==> config.mk <==
export PLATFORM = sky130hd
export DESIGN_NAME = rsort_rank_scan
export DESIGN_NICKNAME = d
export VERILOG_FILES = /design/src/rtl/rsort_pkg.sv /design/src/rtl/rsort_ramp.sv /design/src/rtl/rsort_cell.sv /design/src/rtl/rsort_popcnt.sv /design/src/rtl/rsort_rank_scan.sv
export SDC_FILE = /design/constraint.sdc
export NUM_CORES = 1
export LEC_CHECK = 0
export BUFFER_PORTS_ARGS = -buffer_cell sky130_fd_sc_hd__buf_2
export CAP_MARGIN = 5
export CORE_ASPECT_RATIO = 1.5
export CORE_UTILIZATION = 25
export DETAILED_ROUTE_END_ITERATION = 12
export PLACE_DENSITY = 0.48
export SYNTH_ARGS = -nofsm -noshare
export SYNTH_HDL_FRONTEND = slang
export SYNTH_SLANG_ARGS = --single-unit
==> constraint.sdc <==
create_clock -name clk -period 3.6 [get_ports clk]
set_input_delay 0.18 -clock clk [delete_from_list [all_inputs] [get_ports clk]]
set_output_delay 0.18 -clock clk [all_outputs]
set_load 0.01 [all_outputs]
==> src/rtl/rsort_pkg.sv <==
package rsort_pkg;
  typedef enum logic [1:0] {
    SC_IDLE = 2'd0,
    SC_RUN  = 2'd1,
    SC_DONE = 2'd2
  } scan_state_t;
endpackage

==> src/rtl/rsort_ramp.sv <==
module rsort_ramp
  import rsort_pkg::*;
#(
  parameter int N = 4
) (
  input  logic       clk,
  input  logic       rst_n,
  input  logic       start,
  output logic [N:0] ramp,
  output logic       scan_en,
  output logic       clr,
  output logic       done
);
  localparam logic [N:0] FULL = {1'b1, {N{1'b0}}};

  scan_state_t state_q;
  logic [N:0]  ramp_q;

  assign clr     = start && (state_q != SC_RUN);
  assign scan_en = (state_q == SC_RUN);
  assign done    = (state_q == SC_DONE);
  assign ramp    = ramp_q;

  always_ff @(posedge clk or negedge rst_n) begin
    if (!rst_n) begin
      state_q <= SC_IDLE;
      ramp_q  <= '0;
    end else if (clr) begin
      state_q <= SC_RUN;
      ramp_q  <= '0;
    end else if (state_q == SC_RUN) begin
      if (ramp_q == FULL) state_q <= SC_DONE;
      else                ramp_q  <= ramp_q + 1'b1;
    end
  end

  // the ramp climbs one step per cycle until full scale
  a_r2_ramp_step: assert property (@(posedge clk) disable iff (!rst_n)
    (state_q == SC_RUN && ramp_q != FULL) |=> (state_q == SC_RUN && ramp_q == $past(ramp_q) + 1'b1));

  // a start during a scan never sends the ramp back to zero
  a_r7_start_ignored: assert property (@(posedge clk) disable iff (!rst_n)
    (state_q == SC_RUN && start) |=> (ramp_q != '0));
endmodule

==> src/rtl/rsort_cell.sv <==
module rsort_cell #(
  parameter int N  = 4,
  parameter int RW = 2
) (
  input  logic          clk,
  input  logic          rst_n,
  input  logic          clr,
  input  logic          scan_en,
  input  logic [N:0]    ramp,
  input  logic [N-1:0]  din,
  input  logic [RW-1:0] code,
  output logic          fire,
  output logic          fired,
  output logic [RW-1:0] rank
);
  localparam logic [N+1:0] FS_EXT = (N+2)'(1) << N;

  logic [N+1:0]  level;
  logic          fired_q;
  logic [RW-1:0] rank_q;

  // trips once value plus ramp reaches full scale
  assign level = {2'b00, din} + {1'b0, ramp};
  assign fire  = scan_en && !fired_q && (level >= FS_EXT);
  assign fired = fired_q;
  assign rank  = rank_q;

  always_ff @(posedge clk or negedge rst_n) begin
    if (!rst_n) begin
      fired_q <= 1'b0;
      rank_q  <= '0;
    end else if (clr) begin
      fired_q <= 1'b0;
      rank_q  <= '0;
    end else if (fire) begin
      fired_q <= 1'b1;
      rank_q  <= code;
    end
  end

  // a tripped detector stays tripped until the next start
  a_r6_fire_once: assert property (@(posedge clk) disable iff (!rst_n)
    (fired_q && !clr) |=> fired_q);

  // the latched rank holds once captured
  a_r6_rank_hold: assert property (@(posedge clk) disable iff (!rst_n)
    (fired_q && !clr) |=> $stable(rank_q));
endmodule

==> src/rtl/rsort_popcnt.sv <==
module rsort_popcnt #(
  parameter int K  = 4,
  parameter int CW = 3,
  parameter int RW = 2
) (
  input  logic          clk,
  input  logic          rst_n,
  input  logic          clr,
  input  logic [K-1:0]  fire,
  output logic [RW-1:0] code
);
  logic [CW-1:0] count_q;
  logic [CW-1:0] inc;

  always_comb begin
    inc = '0;
    for (int i = 0; i < K; i++) inc = inc + CW'(fire[i]);
  end

  always_ff @(posedge clk or negedge rst_n) begin
    if (!rst_n)   count_q <= '0;
    else if (clr) count_q <= '0;
    else          count_q <= count_q + inc;
  end

  assign code = count_q[RW-1:0];

  // the tripped count never exceeds the number of inputs
  a_r4_count_bounded: assert property (@(posedge clk) disable iff (!rst_n)
    count_q <= CW'(K));
endmodule

==> src/rtl/rsort_rank_scan.sv <==
module rsort_rank_scan #(
  parameter int K = 4,
  parameter int N = 4,
  localparam int RW = (K > 1) ? $clog2(K) : 1,
  localparam int CW = $clog2(K + 1)
) (
  input  logic            clk,
  input  logic            rst_n,
  input  logic            start,
  input  logic [K*N-1:0]  din,
  output logic [K*RW-1:0] rank,
  output logic            done
);
  logic [N:0]    ramp;
  logic          scan_en;
  logic          clr;
  logic [K-1:0]  fire;
  logic [K-1:0]  fired;
  logic [RW-1:0] code;

  rsort_ramp #(.N(N)) u_ramp (
    .clk(clk), .rst_n(rst_n), .start(start),
    .ramp(ramp), .scan_en(scan_en), .clr(clr), .done(done)
  );

  rsort_popcnt #(.K(K), .CW(CW), .RW(RW)) u_cnt (
    .clk(clk), .rst_n(rst_n), .clr(clr), .fire(fire), .code(code)
  );

  for (genvar g = 0; g < K; g++) begin : g_cell
    rsort_cell #(.N(N), .RW(RW)) u_cell (
      .clk(clk), .rst_n(rst_n), .clr(clr), .scan_en(scan_en),
      .ramp(ramp), .din(din[g*N +: N]), .code(code),
      .fire(fire[g]), .fired(fired[g]), .rank(rank[g*RW +: RW])
    );
  end

  // every detector, zero inputs included, has tripped by done
  a_r5_all_fired_at_done: assert property (@(posedge clk) disable iff (!rst_n)
    done |-> (&fired));
endmodule

==> run_summary.xml, run 1 <==
<?xml version="1.0" encoding="UTF-8"?>
<metrics>
  <group name="sta">
    <metric name="setup_tns" unit="ns">0</metric>
    <metric name="layout_min_cycle_time" unit="ns">3.04</metric>
    <metric name="post-route-period-util" unit="%">84.4</metric>
    <metric name="final-setup-viol-count" unit="">0</metric>
    <metric name="max_freq" unit="MHz">329</metric>
    <metric name="tightest_slew" unit="ns">0.507</metric>
    <metric name="setup_ws" unit="ns">0.562</metric>
    <metric name="timing.final.max_slew_violations" unit="">0</metric>
    <metric name="slew_headroom" unit="%">66.2</metric>
    <metric name="skew" unit="ns">0.00115</metric>
    <metric name="rsz0062_at_grt" unit="">no</metric>
    <metric name="hold_viol_final" unit="">0</metric>
  </group>
  <group name="die">
    <metric name="chipWidth" unit="um">62.6</metric>
    <metric name="rows" unit="">32</metric>
    <metric name="io_pins" unit="">28</metric>
    <metric name="core_area" unit="um2">5200</metric>
    <metric name="floorplan.initialDensity" unit="%">26.5</metric>
    <metric name="die_h" unit="um">92.9</metric>
    <metric name="floorplan.die_area" unit="um2">5820</metric>
  </group>
  <group name="placement">
    <metric name="placedInstanceArea" unit="um2">1570</metric>
    <metric name="routability_congestion_estimate_from_global_placement" unit="">0.767</metric>
    <metric name="dp.final_hpwl" unit="um">2580</metric>
    <metric name="detailedPlace.worstSlack" unit="ns">0.550</metric>
    <metric name="port_buffer_count" unit="">27</metric>
  </group>
  <group name="clock_network">
    <metric name="tritoncts" unit="">built</metric>
    <metric name="clockRootBuffer" unit="">clkbuf_8</metric>
    <metric name="worst_setup_hold_path_clk_slew" unit="ns">0.08</metric>
    <metric name="cts_buffers" unit="">3</metric>
    <metric name="cts.sink_count" unit="">21</metric>
    <metric name="clock_latency" unit="ns">0.26</metric>
    <metric name="htreeDepth" unit="">1</metric>
    <metric name="clock_path_buffers" unit="">2</metric>
  </group>
  <group name="setup_path">
    <metric name="arrival" unit="ns">3.18</metric>
    <metric name="startpoint_type" unit="">register</metric>
    <metric name="worstReg2RegStart" unit="">u_ramp.ramp[2]</metric>
    <metric name="worst-path-max-fanout" unit="">8</metric>
    <metric name="required_time_of_the_worst_setup_path" unit="ns">3.75</metric>
    <metric name="timing.critical_path.to_type" unit="">register</metric>
    <metric name="worstRegToRegCells" unit="">12</metric>
    <metric name="crit_type" unit="">reg -&gt; reg</metric>
    <metric name="r2r_end" unit="">u_cnt.count_q[1]</metric>
    <metric name="reg2reg_setup_slack" unit="ns">0.56</metric>
  </group>
  <group name="drt">
    <metric name="routed-via-count" unit="">1068</metric>
    <metric name="avgRoutedWirePerCell" unit="um">13.9</metric>
    <metric name="drt.antenna.violating_nets" unit="">0</metric>
    <metric name="initialDrtViolationCount" unit="">4</metric>
    <metric name="route.detailed.vias_per_inst" unit="">4.64</metric>
    <metric name="first_pass_iters" unit="">4</metric>
    <metric name="total_routed_wirelength" unit="um">3190</metric>
    <metric name="total_drc_errors_in_the_routed_layout" unit="">0</metric>
  </group>
  <group name="power">
    <metric name="power.sequential.fraction" unit="%">36.1</metric>
    <metric name="total_switching_power" unit="mW">0.596</metric>
    <metric name="cell_internal_pwr" unit="mW">0.729</metric>
    <metric name="power.density_cell_area" unit="nW/um2">815</metric>
    <metric name="power.switching_fraction" unit="%">45.0</metric>
    <metric name="vdd.ir_drop.worst" unit="uV">296</metric>
    <metric name="comb_power_share" unit="%">51.8</metric>
    <metric name="static-leakage-power" unit="nW">0.763</metric>
    <metric name="power.share.clock" unit="%">12.1</metric>
    <metric name="power.total" unit="mW">1.33</metric>
  </group>
  <group name="layout">
    <metric name="final_cell_mix" unit="">buf_2, dfrtp_1, ha_1</metric>
    <metric name="nets" unit="">199</metric>
    <metric name="syn_to_final_growth" unit="%">18.1</metric>
    <metric name="insertedDiodeCount" unit="">0</metric>
    <metric name="layout.core_utilization" unit="%">31.3</metric>
    <metric name="post_route_cells_drive_above_1_share" unit="%">27.8</metric>
    <metric name="post-route-cell-area" unit="um2">1630</metric>
    <metric name="final_common_cell" unit="">buf_2</metric>
  </group>
  <group name="hold_path">
    <metric name="min_delay_path_depth" unit="">2</metric>
    <metric name="hold_class" unit="">in -&gt; reg</metric>
    <metric name="worstHoldEndpoint" unit="">u_ramp.ramp[3]</metric>
    <metric name="holdCritStartpoint" unit="">start</metric>
  </group>
  <group name="synth">
    <metric name="synthesis.instances" unit="">133</metric>
    <metric name="yosysUniqueCellTypes" unit="">33</metric>
    <metric name="synthesis.nets" unit="">169</metric>
    <metric name="seq_area_frac_synth" unit="%">38.1</metric>
    <metric name="yosys_warnings" unit="">0</metric>
    <metric name="post_synth_instance_area" unit="um2">1380</metric>
    <metric name="avgSynthCellArea" unit="um2">10.4</metric>
    <metric name="synthesis_stage_register_bit_count" unit="">21</metric>
  </group>
  <group name="global_route">
    <metric name="first_global_vias" unit="">1169</metric>
    <metric name="grt_max_degree" unit="">22</metric>
    <metric name="global_route.usage.total" unit="%">12.1</metric>
    <metric name="grt_remaining_overflow" unit="">0</metric>
    <metric name="antenna_violations_before_repair" unit="">0</metric>
    <metric name="global_route_wire_length_before_repair" unit="um">5390</metric>
  </group>
  <group name="job">
    <metric name="max_cap_viol_count" unit="">0</metric>
  </group>
  <group name="run_status">
    <metric name="outcome" unit="">finished, final reports clean</metric>
  </group>
</metrics>
==> repair_timing <==
action                                 4_1_cts  5_1_grt
hold buffers                                 1        0
setup buffers                                0        0
endpoints found under the hold margin       21        0
gates resized for setup                      0        0
==> layer usage <==
layer  up-vias  routed length [um]  global-route usage [%]
met5         -                   0                       0
met4         0                  99                    7.17
met3         7                  67                    1.48
met2        16                1870                    24.2
met1       515                1160                    11.4
li1        530                   -                       -
==> worst max-delay path: stages (launching register included) <==
cell	delay (ns)
dfrtp_1	0.49
ha_1	0.35
a21oi_1	0.24
a2111oi_4	0.11
or2_1	0.29
ha_1	0.29
inv_1	0.05
fa_1	0.50
inv_1	0.05
ha_1	0.19
xnor2_1	0.17
xnor2_1	0.13
a21oi_1	0.06
==> registers in the layout (all words and copies together), names as in the netlist <==
register / count
g_cell.u_cell.rank: 8
u_ramp.state_q: 2
u_cnt.count_q: 2
u_ramp.ramp: 5
g_cell.u_cell.fired: 4
==> per-stage QoR <==
| step | instances | hold slack, ns |
|---|---|---|
| after floorplan | 133 | -0.116 |
| after global placement | 225 | 0.174 |
| after detailed placement | 225 | 0.177 |
| after CTS | 230 | 0.165 |
| after global routing | 230 | 0.162 |
| final | 230 | 0.166 |
==> final cells by class <==
cell class | count | area [um2]
Fill cell | 578 | 3580
Multi-Input combinational cell | 99 | 788
Sequential cell | 21 | 526
Timing Repair Buffer | 28 | 145
Tap cell | 68 | 85.1
Clock buffer | 4 | 45.0
Inverter | 10 | 37.5
==> worst max-delay path by stage <==
| stage | startpoint | end | slack (ns) | cells past startpoint |
|---|---|---|---|---|
| after floorplan | u_ramp.ramp[2] | u_cnt.count_q[1] | 0.75 | 12 |
| after global placement | u_ramp.ramp[2] | u_cnt.count_q[1] | 0.65 | 12 |
| after detailed placement | u_ramp.ramp[2] | u_cnt.count_q[1] | 0.55 | 12 |
| after CTS | u_ramp.ramp[2] | u_cnt.count_q[1] | 0.53 | 12 |
| after global routing | u_ramp.ramp[2] | u_cnt.count_q[1] | 0.36 | 12 |
| final | u_ramp.ramp[2] | u_cnt.count_q[1] | 0.56 | 12 |
==> kinds of logic after synthesis <==
logic type	count (synthesis)	share of synthesized area [%]
compound gates	32	18.2
xor+xnor	4	2.54
fa+ha+maj	17	16.0
buf+inv	13	4.63
flops	21	38.1
mux	2	1.45
simple gates	44	19.1
==> synthesized netlist by cell type, drive strengths merged <==
| library cell | n | area share [%] |
|---|---|---|
| inv | 10 | 2.7 |
| nand2 | 15 | 4.3 |
| buf | 3 | 1.9 |
| nor2b | 1 | 0.45 |
| o21a | 2 | 1.1 |
| nor3 | 5 | 2.5 |
| xor2 | 2 | 1.3 |
| mux2i | 2 | 1.5 |
| nand4 | 6 | 4.1 |
| o21ai | 16 | 5.8 |
| dfrtp | 21 | 38 |
| o31ai | 1 | 0.55 |
| nor2 | 7 | 2.1 |
| a21o | 2 | 1.1 |
| xnor2 | 2 | 1.3 |
| nand2b | 2 | 1.5 |
| fa | 1 | 1.5 |
| nand3 | 3 | 1.1 |
| a2111oi | 4 | 7.1 |
| or2 | 3 | 1.7 |
| and4bb | 1 | 0.91 |
| a21oi | 7 | 2.5 |
| ha | 16 | 15 |
| and2 | 1 | 0.45 |
==> power groups by stage <==
stage	Combinational (mW)	Sequential (mW)	Clock, mW
2_1_floorplan	0.546	0.454	0
3_3_place_gp	0.672	0.488	0
3_5_place_dp	0.696	0.490	0
4_1_cts	0.704	0.486	0.167
5_1_grt	0.785	0.499	0.179
6_report	0.686	0.479	0.160
Note: power is estimated with default switching activity, not from simulation.
==> run 2: changes to the inputs <==
==> constraint.sdc (replaced) <==
create_clock -name clk -period 3.2 [get_ports clk]
set_input_delay 0.16 -clock clk [delete_from_list [all_inputs] [get_ports clk]]
set_output_delay 0.16 -clock clk [all_outputs]
set_load 0.01 [all_outputs]
==> run_summary.xml, run 2 (same netlist as run 1, synthesis figures left out) <==
<?xml version="1.0" encoding="UTF-8"?>
<metrics>
  <group name="global_route">
    <metric name="grt_max_degree" unit="">22</metric>
    <metric name="global_route_wire_length_before_repair" unit="um">5200</metric>
    <metric name="first_global_vias" unit="">1109</metric>
    <metric name="global_route.usage.total" unit="%">11.7</metric>
    <metric name="antenna_violations_before_repair" unit="">0</metric>
    <metric name="grt_remaining_overflow" unit="">0</metric>
  </group>
  <group name="sta">
    <metric name="setup_tns" unit="ns">0</metric>
    <metric name="layout_min_cycle_time" unit="ns">2.94</metric>
    <metric name="timing.final.max_slew_violations" unit="">0</metric>
    <metric name="post-route-period-util" unit="%">91.8</metric>
    <metric name="timing.hold.ws" unit="ns">0.150</metric>
    <metric name="hold_viol_final" unit="">0</metric>
    <metric name="skew" unit="ns">0.00659</metric>
    <metric name="tightest_slew" unit="ns">0.508</metric>
    <metric name="slew_headroom" unit="%">66.1</metric>
    <metric name="max_freq" unit="MHz">340</metric>
    <metric name="setup_ws" unit="ns">0.262</metric>
    <metric name="final-setup-viol-count" unit="">0</metric>
    <metric name="rsz0062_at_grt" unit="">no</metric>
  </group>
  <group name="job">
    <metric name="max_cap_viol_count" unit="">0</metric>
  </group>
  <group name="layout">
    <metric name="largest_reg_flops" unit="">8</metric>
    <metric name="final_cell_mix" unit="">buf_2, dfrtp_1, ha_1</metric>
    <metric name="final_common_cell" unit="">buf_2</metric>
    <metric name="fill_cell_instance_count_of_the_final_layout" unit="">575</metric>
    <metric name="finalNonFillerCells" unit="">231</metric>
    <metric name="insertedDiodeCount" unit="">0</metric>
    <metric name="nets" unit="">200</metric>
    <metric name="layout.core_utilization" unit="%">31.4</metric>
    <metric name="syn_to_final_growth" unit="%">18.6</metric>
    <metric name="post_route_cells_drive_above_1_share" unit="%">28.2</metric>
  </group>
  <group name="power">
    <metric name="static-leakage-power" unit="nW">0.768</metric>
    <metric name="vdd.ir_drop.worst" unit="uV">350</metric>
    <metric name="power.density_cell_area" unit="nW/um2">913</metric>
  </group>
  <group name="placement">
    <metric name="routability_congestion_estimate_from_global_placement" unit="">0.816</metric>
    <metric name="number_of_placed_cells_counting_well_taps" unit="">226</metric>
    <metric name="port_buffer_count" unit="">27</metric>
    <metric name="dp.final_hpwl" unit="um">2500</metric>
    <metric name="detailedPlace.worstSlack" unit="ns">0.253</metric>
  </group>
  <group name="setup_path">
    <metric name="arrival" unit="ns">3.09</metric>
    <metric name="required_time_of_the_worst_setup_path" unit="ns">3.35</metric>
    <metric name="timing.critical_path.to_type" unit="">register</metric>
    <metric name="startpoint_type" unit="">register</metric>
    <metric name="launch_point_of_the_critical_path" unit="">u_ramp.ramp[2]</metric>
    <metric name="reg2reg_setup_slack" unit="ns">0.26</metric>
    <metric name="worstRegToRegCells" unit="">12</metric>
    <metric name="r2r_end" unit="">u_cnt.count_q[1]</metric>
    <metric name="worstReg2RegStart" unit="">u_ramp.ramp[2]</metric>
    <metric name="crit_type" unit="">reg -&gt; reg</metric>
    <metric name="worst-path-max-fanout" unit="">4</metric>
  </group>
  <group name="clock_network">
    <metric name="worst_setup_hold_path_clk_slew" unit="ns">0.08</metric>
    <metric name="tritoncts" unit="">built</metric>
    <metric name="clock_path_buffers" unit="">2</metric>
    <metric name="clockRootBuffer" unit="">clkbuf_8</metric>
    <metric name="htreeDepth" unit="">1</metric>
    <metric name="cts.sink_count" unit="">21</metric>
    <metric name="cts_setup_buffers" unit="">0</metric>
    <metric name="clock_latency" unit="ns">0.26</metric>
    <metric name="cts_buffers" unit="">3</metric>
  </group>
  <group name="drt">
    <metric name="first_pass_iters" unit="">3</metric>
    <metric name="route.detailed.vias_per_inst" unit="">4.52</metric>
    <metric name="initialDrtViolationCount" unit="">22</metric>
    <metric name="drt.antenna.violating_nets" unit="">0</metric>
    <metric name="routed-via-count" unit="">1045</metric>
    <metric name="total_routed_wirelength" unit="um">3160</metric>
    <metric name="avgRoutedWirePerCell" unit="um">13.7</metric>
    <metric name="total_drc_errors_in_the_routed_layout" unit="">0</metric>
  </group>
  <group name="die">
    <metric name="floorplan.initialDensity" unit="%">26.5</metric>
    <metric name="rows" unit="">32</metric>
    <metric name="floorplan.die_area" unit="um2">5820</metric>
    <metric name="die_h" unit="um">92.9</metric>
    <metric name="chipWidth" unit="um">62.6</metric>
    <metric name="io_pins" unit="">28</metric>
    <metric name="core_area" unit="um2">5200</metric>
  </group>
  <group name="run_status">
    <metric name="outcome" unit="">finished, final reports clean</metric>
  </group>
  <group name="hold_path">
    <metric name="holdCritStartpoint" unit="">start</metric>
    <metric name="worstHoldEndpoint" unit="">u_cnt.count_q[1]</metric>
    <metric name="min_delay_path_depth" unit="">2</metric>
    <metric name="hold_class" unit="">in -&gt; reg</metric>
  </group>
</metrics>
run 2: cell count changes in the layout (fill, tap and decap cells not counted):
| cell | delta |
|---|---|
| buf_4 | +1 |
run 2: worst max-delay path by stage:
stage | cells after the start | slack [ns] | endpoint
5_1_grt | 12 | 0.08 | u_cnt.count_q[1]
4_1_cts | 12 | 0.24 | u_cnt.count_q[1]
2_1_floorplan | 12 | 0.35 | u_cnt.count_q[1]
6_report | 12 | 0.26 | u_cnt.count_q[1]
3_5_place_dp | 12 | 0.25 | u_cnt.count_q[1]
3_3_place_gp | 12 | 0.33 | u_cnt.count_q[1]
run 2: layer usage:
metal	track usage, %	wire (um)	vias to the layer above
met4	5.81	46	0
met1	11.9	1260	501
met2	23.1	1800	11
li1	-	-	529
met3	0.862	49	4
met5	0	0	-
run 2: stage by stage:
step	instance area, um2	power (mW)
detailed placement	1580	1.33
finish	1630	1.49
floorplan	1380	1.13
global placement	1580	1.31
global route	1630	1.65
CTS	1630	1.52
run 2: critical path, cell delays in order (launching register included):
cell and delay (ns):
dfrtp_1 0.43, ha_1 0.32, a21oi_1 0.26, a2111oi_4 0.12, or2_4 0.29, ha_1 0.28
inv_1 0.05, fa_1 0.49, inv_1 0.04, ha_1 0.20, xnor2_1 0.16, xnor2_1 0.13
a21oi_1 0.05
run 2: what timing repair did:
item | CTS | global route
hold endpoints to repair | 21 | 0
gates resized for setup | 0 | 0
hold buffers | 1 | 0
endpoints found under the setup margin | 0 | 0
run 2: final cells by class:
cell class              count  area [um2]  share of cell area (%)
clock buffers               4        45.0                    2.76
flip-flops and latches     21         526                    32.2
repair buffers             29         153                    9.34
multi-input cells          99         788                    48.2
well taps                  68        85.1                    5.21
inverters                  10        37.5                    2.30
run 2: power breakdown:
part,switching (mW),total [mW],internal (mW)
clock network,0.0884,0.177,0.0888
logic,0.434,0.785,0.351
registers,0.143,0.530,0.387
==> run 3: changes to the inputs <==
--- a/config.mk
+++ b/config.mk
@@ -5,12 +5,12 @@
 export SDC_FILE = /design/constraint.sdc
 export NUM_CORES = 1
 export LEC_CHECK = 0
-export BUFFER_PORTS_ARGS = -buffer_cell sky130_fd_sc_hd__buf_2
-export CAP_MARGIN = 5
+export CAP_MARGIN = 10
 export CORE_ASPECT_RATIO = 1.5
 export CORE_UTILIZATION = 25
 export DETAILED_ROUTE_END_ITERATION = 12
-export PLACE_DENSITY = 0.48
+export DONT_BUFFER_PORTS = 1
+export PLACE_DENSITY = 0.43
 export SYNTH_ARGS = -nofsm -noshare
 export SYNTH_HDL_FRONTEND = slang
 export SYNTH_SLANG_ARGS = --single-unit
==> constraint.sdc (replaced) <==
create_clock -name clk -period 3.6 [get_ports clk]
set_input_delay 0.18 -clock clk [delete_from_list [all_inputs] [get_ports clk]]
set_output_delay 0.18 -clock clk [all_outputs]
set_load 0.01 [all_outputs]
==> run_summary.xml, run 3 (same netlist as run 1, synthesis figures left out) <==
<?xml version="1.0" encoding="UTF-8"?>
<metrics>
  <group name="setup_path">
    <metric name="cp-endpoint" unit="">u_cnt.count_q[1]</metric>
    <metric name="reg2reg_setup_slack" unit="ns">0.51</metric>
    <metric name="crit_type" unit="">reg -&gt; reg</metric>
    <metric name="worstRegToRegCells" unit="">12</metric>
    <metric name="worst-path-max-fanout" unit="">8</metric>
    <metric name="startpoint_type" unit="">register</metric>
    <metric name="timing.critical_path.to_type" unit="">register</metric>
    <metric name="required_time_of_the_worst_setup_path" unit="ns">3.75</metric>
    <metric name="arrival" unit="ns">3.24</metric>
    <metric name="launch_point_of_the_critical_path" unit="">u_ramp.ramp[2]</metric>
    <metric name="r2r_end" unit="">u_cnt.count_q[1]</metric>
    <metric name="worstReg2RegStart" unit="">u_ramp.ramp[2]</metric>
  </group>
  <group name="die">
    <metric name="io_pins" unit="">28</metric>
    <metric name="die_h" unit="um">92.9</metric>
    <metric name="floorplan.initialDensity" unit="%">26.5</metric>
    <metric name="chipWidth" unit="um">62.6</metric>
    <metric name="floorplan.die_area" unit="um2">5820</metric>
    <metric name="core_area" unit="um2">5200</metric>
    <metric name="rows" unit="">32</metric>
  </group>
  <group name="sta">
    <metric name="rsz0062_at_grt" unit="">no</metric>
    <metric name="post-route-period-util" unit="%">85.8</metric>
    <metric name="skew" unit="ns">0.00290</metric>
    <metric name="slew_headroom" unit="%">32.8</metric>
    <metric name="final-setup-viol-count" unit="">0</metric>
    <metric name="max_freq" unit="MHz">324</metric>
    <metric name="hold_viol_final" unit="">0</metric>
    <metric name="timing.final.max_slew_violations" unit="">0</metric>
    <metric name="setup_tns" unit="ns">0</metric>
    <metric name="layout_min_cycle_time" unit="ns">3.09</metric>
    <metric name="tightest_slew" unit="ns">1.00</metric>
  </group>
  <group name="clock_network">
    <metric name="post_cts_resized" unit="">0</metric>
    <metric name="worst_setup_hold_path_clk_slew" unit="ns">0.08</metric>
    <metric name="cts_hold_repair.buffers" unit="">2</metric>
    <metric name="clockRootBuffer" unit="">clkbuf_8</metric>
    <metric name="htreeDepth" unit="">1</metric>
    <metric name="clock_path_buffers" unit="">2</metric>
    <metric name="cts_setup_buffers" unit="">0</metric>
    <metric name="tritoncts" unit="">built</metric>
    <metric name="cts.sink_count" unit="">21</metric>
    <metric name="cts_buffers" unit="">3</metric>
    <metric name="clock_latency" unit="ns">0.26</metric>
  </group>
  <group name="drt">
    <metric name="initialDrtViolationCount" unit="">20</metric>
    <metric name="first_pass_iters" unit="">4</metric>
    <metric name="total_routed_wirelength" unit="um">3080</metric>
    <metric name="routed-via-count" unit="">974</metric>
    <metric name="drt.antenna.violating_nets" unit="">0</metric>
    <metric name="avgRoutedWirePerCell" unit="um">15.1</metric>
    <metric name="route.detailed.vias_per_inst" unit="">4.77</metric>
    <metric name="total_drc_errors_in_the_routed_layout" unit="">0</metric>
  </group>
  <group name="layout">
    <metric name="largest_reg_flops" unit="">8</metric>
    <metric name="nets" unit="">173</metric>
    <metric name="finalNonFillerCells" unit="">204</metric>
    <metric name="layout.core_utilization" unit="%">28.8</metric>
    <metric name="insertedDiodeCount" unit="">0</metric>
    <metric name="final_common_cell" unit="">dfrtp_1</metric>
    <metric name="post_route_cells_drive_above_1_share" unit="%">13.2</metric>
    <metric name="syn_to_final_growth" unit="%">8.99</metric>
    <metric name="post-route-cell-area" unit="um2">1500</metric>
    <metric name="final_cell_mix" unit="">dfrtp_1, ha_1, nand2_1</metric>
  </group>
  <group name="global_route">
    <metric name="grt.met2_usage" unit="%">21.9</metric>
    <metric name="global_route.usage.total" unit="%">12.1</metric>
    <metric name="gr-usage-met3" unit="%">2.96</metric>
    <metric name="global_route_wire_length_before_repair" unit="um">5330</metric>
    <metric name="first_global_vias" unit="">1064</metric>
    <metric name="top_usage_layer" unit="">met2</metric>
    <metric name="met1_usage_grt" unit="%">12.8</metric>
    <metric name="grt_max_degree" unit="">22</metric>
    <metric name="grt_remaining_overflow" unit="">0</metric>
    <metric name="antenna_violations_before_repair" unit="">0</metric>
  </group>
  <group name="power">
    <metric name="power.total" unit="mW">1.27</metric>
    <metric name="power.density_cell_area" unit="nW/um2">848</metric>
    <metric name="static-leakage-power" unit="nW">0.653</metric>
    <metric name="power.sequential.fraction" unit="%">40.0</metric>
    <metric name="total_switching_power" unit="mW">0.576</metric>
    <metric name="comb_power_share" unit="%">47.5</metric>
    <metric name="cell_internal_pwr" unit="mW">0.696</metric>
    <metric name="vdd.ir_drop.worst" unit="uV">308</metric>
    <metric name="power.switching_fraction" unit="%">45.3</metric>
    <metric name="power.share.clock" unit="%">12.6</metric>
  </group>
  <group name="job">
    <metric name="max_cap_viol_count" unit="">0</metric>
  </group>
  <group name="placement">
    <metric name="number_of_placed_cells_counting_well_taps" unit="">198</metric>
    <metric name="routability_congestion_estimate_from_global_placement" unit="">0.754</metric>
    <metric name="dp.final_hpwl" unit="um">2390</metric>
    <metric name="placedInstanceArea" unit="um2">1440</metric>
    <metric name="port_buffer_count" unit="">0</metric>
  </group>
  <group name="hold_path">
    <metric name="hold_class" unit="">in -&gt; reg</metric>
  </group>
  <group name="run_status">
    <metric name="outcome" unit="">finished, final reports clean</metric>
  </group>
</metrics>
## run 3: metal layers
layer,share of wire [%],up-vias,wire [um]
met5,0,-,0
met4,2.0,0,63
met3,5.4,5,166
met2,52,24,1600
met1,41,468,1260
li1,-,477,-
## run 3: stage by stage
stage,hold slack [ns],worst slack [ns]
floorplan,-0.116,0.751
global route,0.0262,0.244
detailed placement,-0.115,0.483
global placement,-0.115,0.577
finish,0.0187,0.511
CTS,0.0132,0.486
## run 3: power groups by stage
stage	clock network, mW	registers [mW]	logic (mW)
final	0.160	0.508	0.604
after global routing	0.174	0.527	0.726
after CTS	0.167	0.512	0.617
after detailed placement	0	0.517	0.607
after global placement	0	0.514	0.596
after floorplan	0	0.454	0.546
## run 3: final cells by class
type	count	area [um2]
repair buffers	2	20.0
multi-input cells	99	788
well taps	68	85.1
flip-flops and latches	21	526
clock buffers	4	45.0
inverters	10	37.5
fillers	567	3700
## run 3: worst min-delay path by stage
| stage | start | to | slack, ns | cells past startpoint |
|---|---|---|---|---|
| 2_1_floorplan | rst_n | g_cell[0].u_cell.fired | -0.12 | 0 |
| 3_3_place_gp | rst_n | u_cnt.count_q[0] | -0.11 | 0 |
| 3_5_place_dp | rst_n | u_cnt.count_q[0] | -0.11 | 0 |
| 4_1_cts | start | u_ramp.state_q[1] | 0.01 | 1 |
| 5_1_grt | start | u_ramp.state_q[1] | 0.03 | 1 |
| 6_report | start | u_ramp.state_q[1] | 0.02 | 1 |
## run 3: critical path, stage by stage, from the launching register on
cell       delay, ns
dfrtp_1         0.50
ha_1            0.35
a21oi_1         0.27
a2111oi_4       0.12
or2_1           0.31
ha_1            0.30
inv_1           0.05
fa_1            0.49
inv_1           0.04
ha_1            0.19
xnor2_1         0.16
xnor2_1         0.13
a21oi_1         0.05
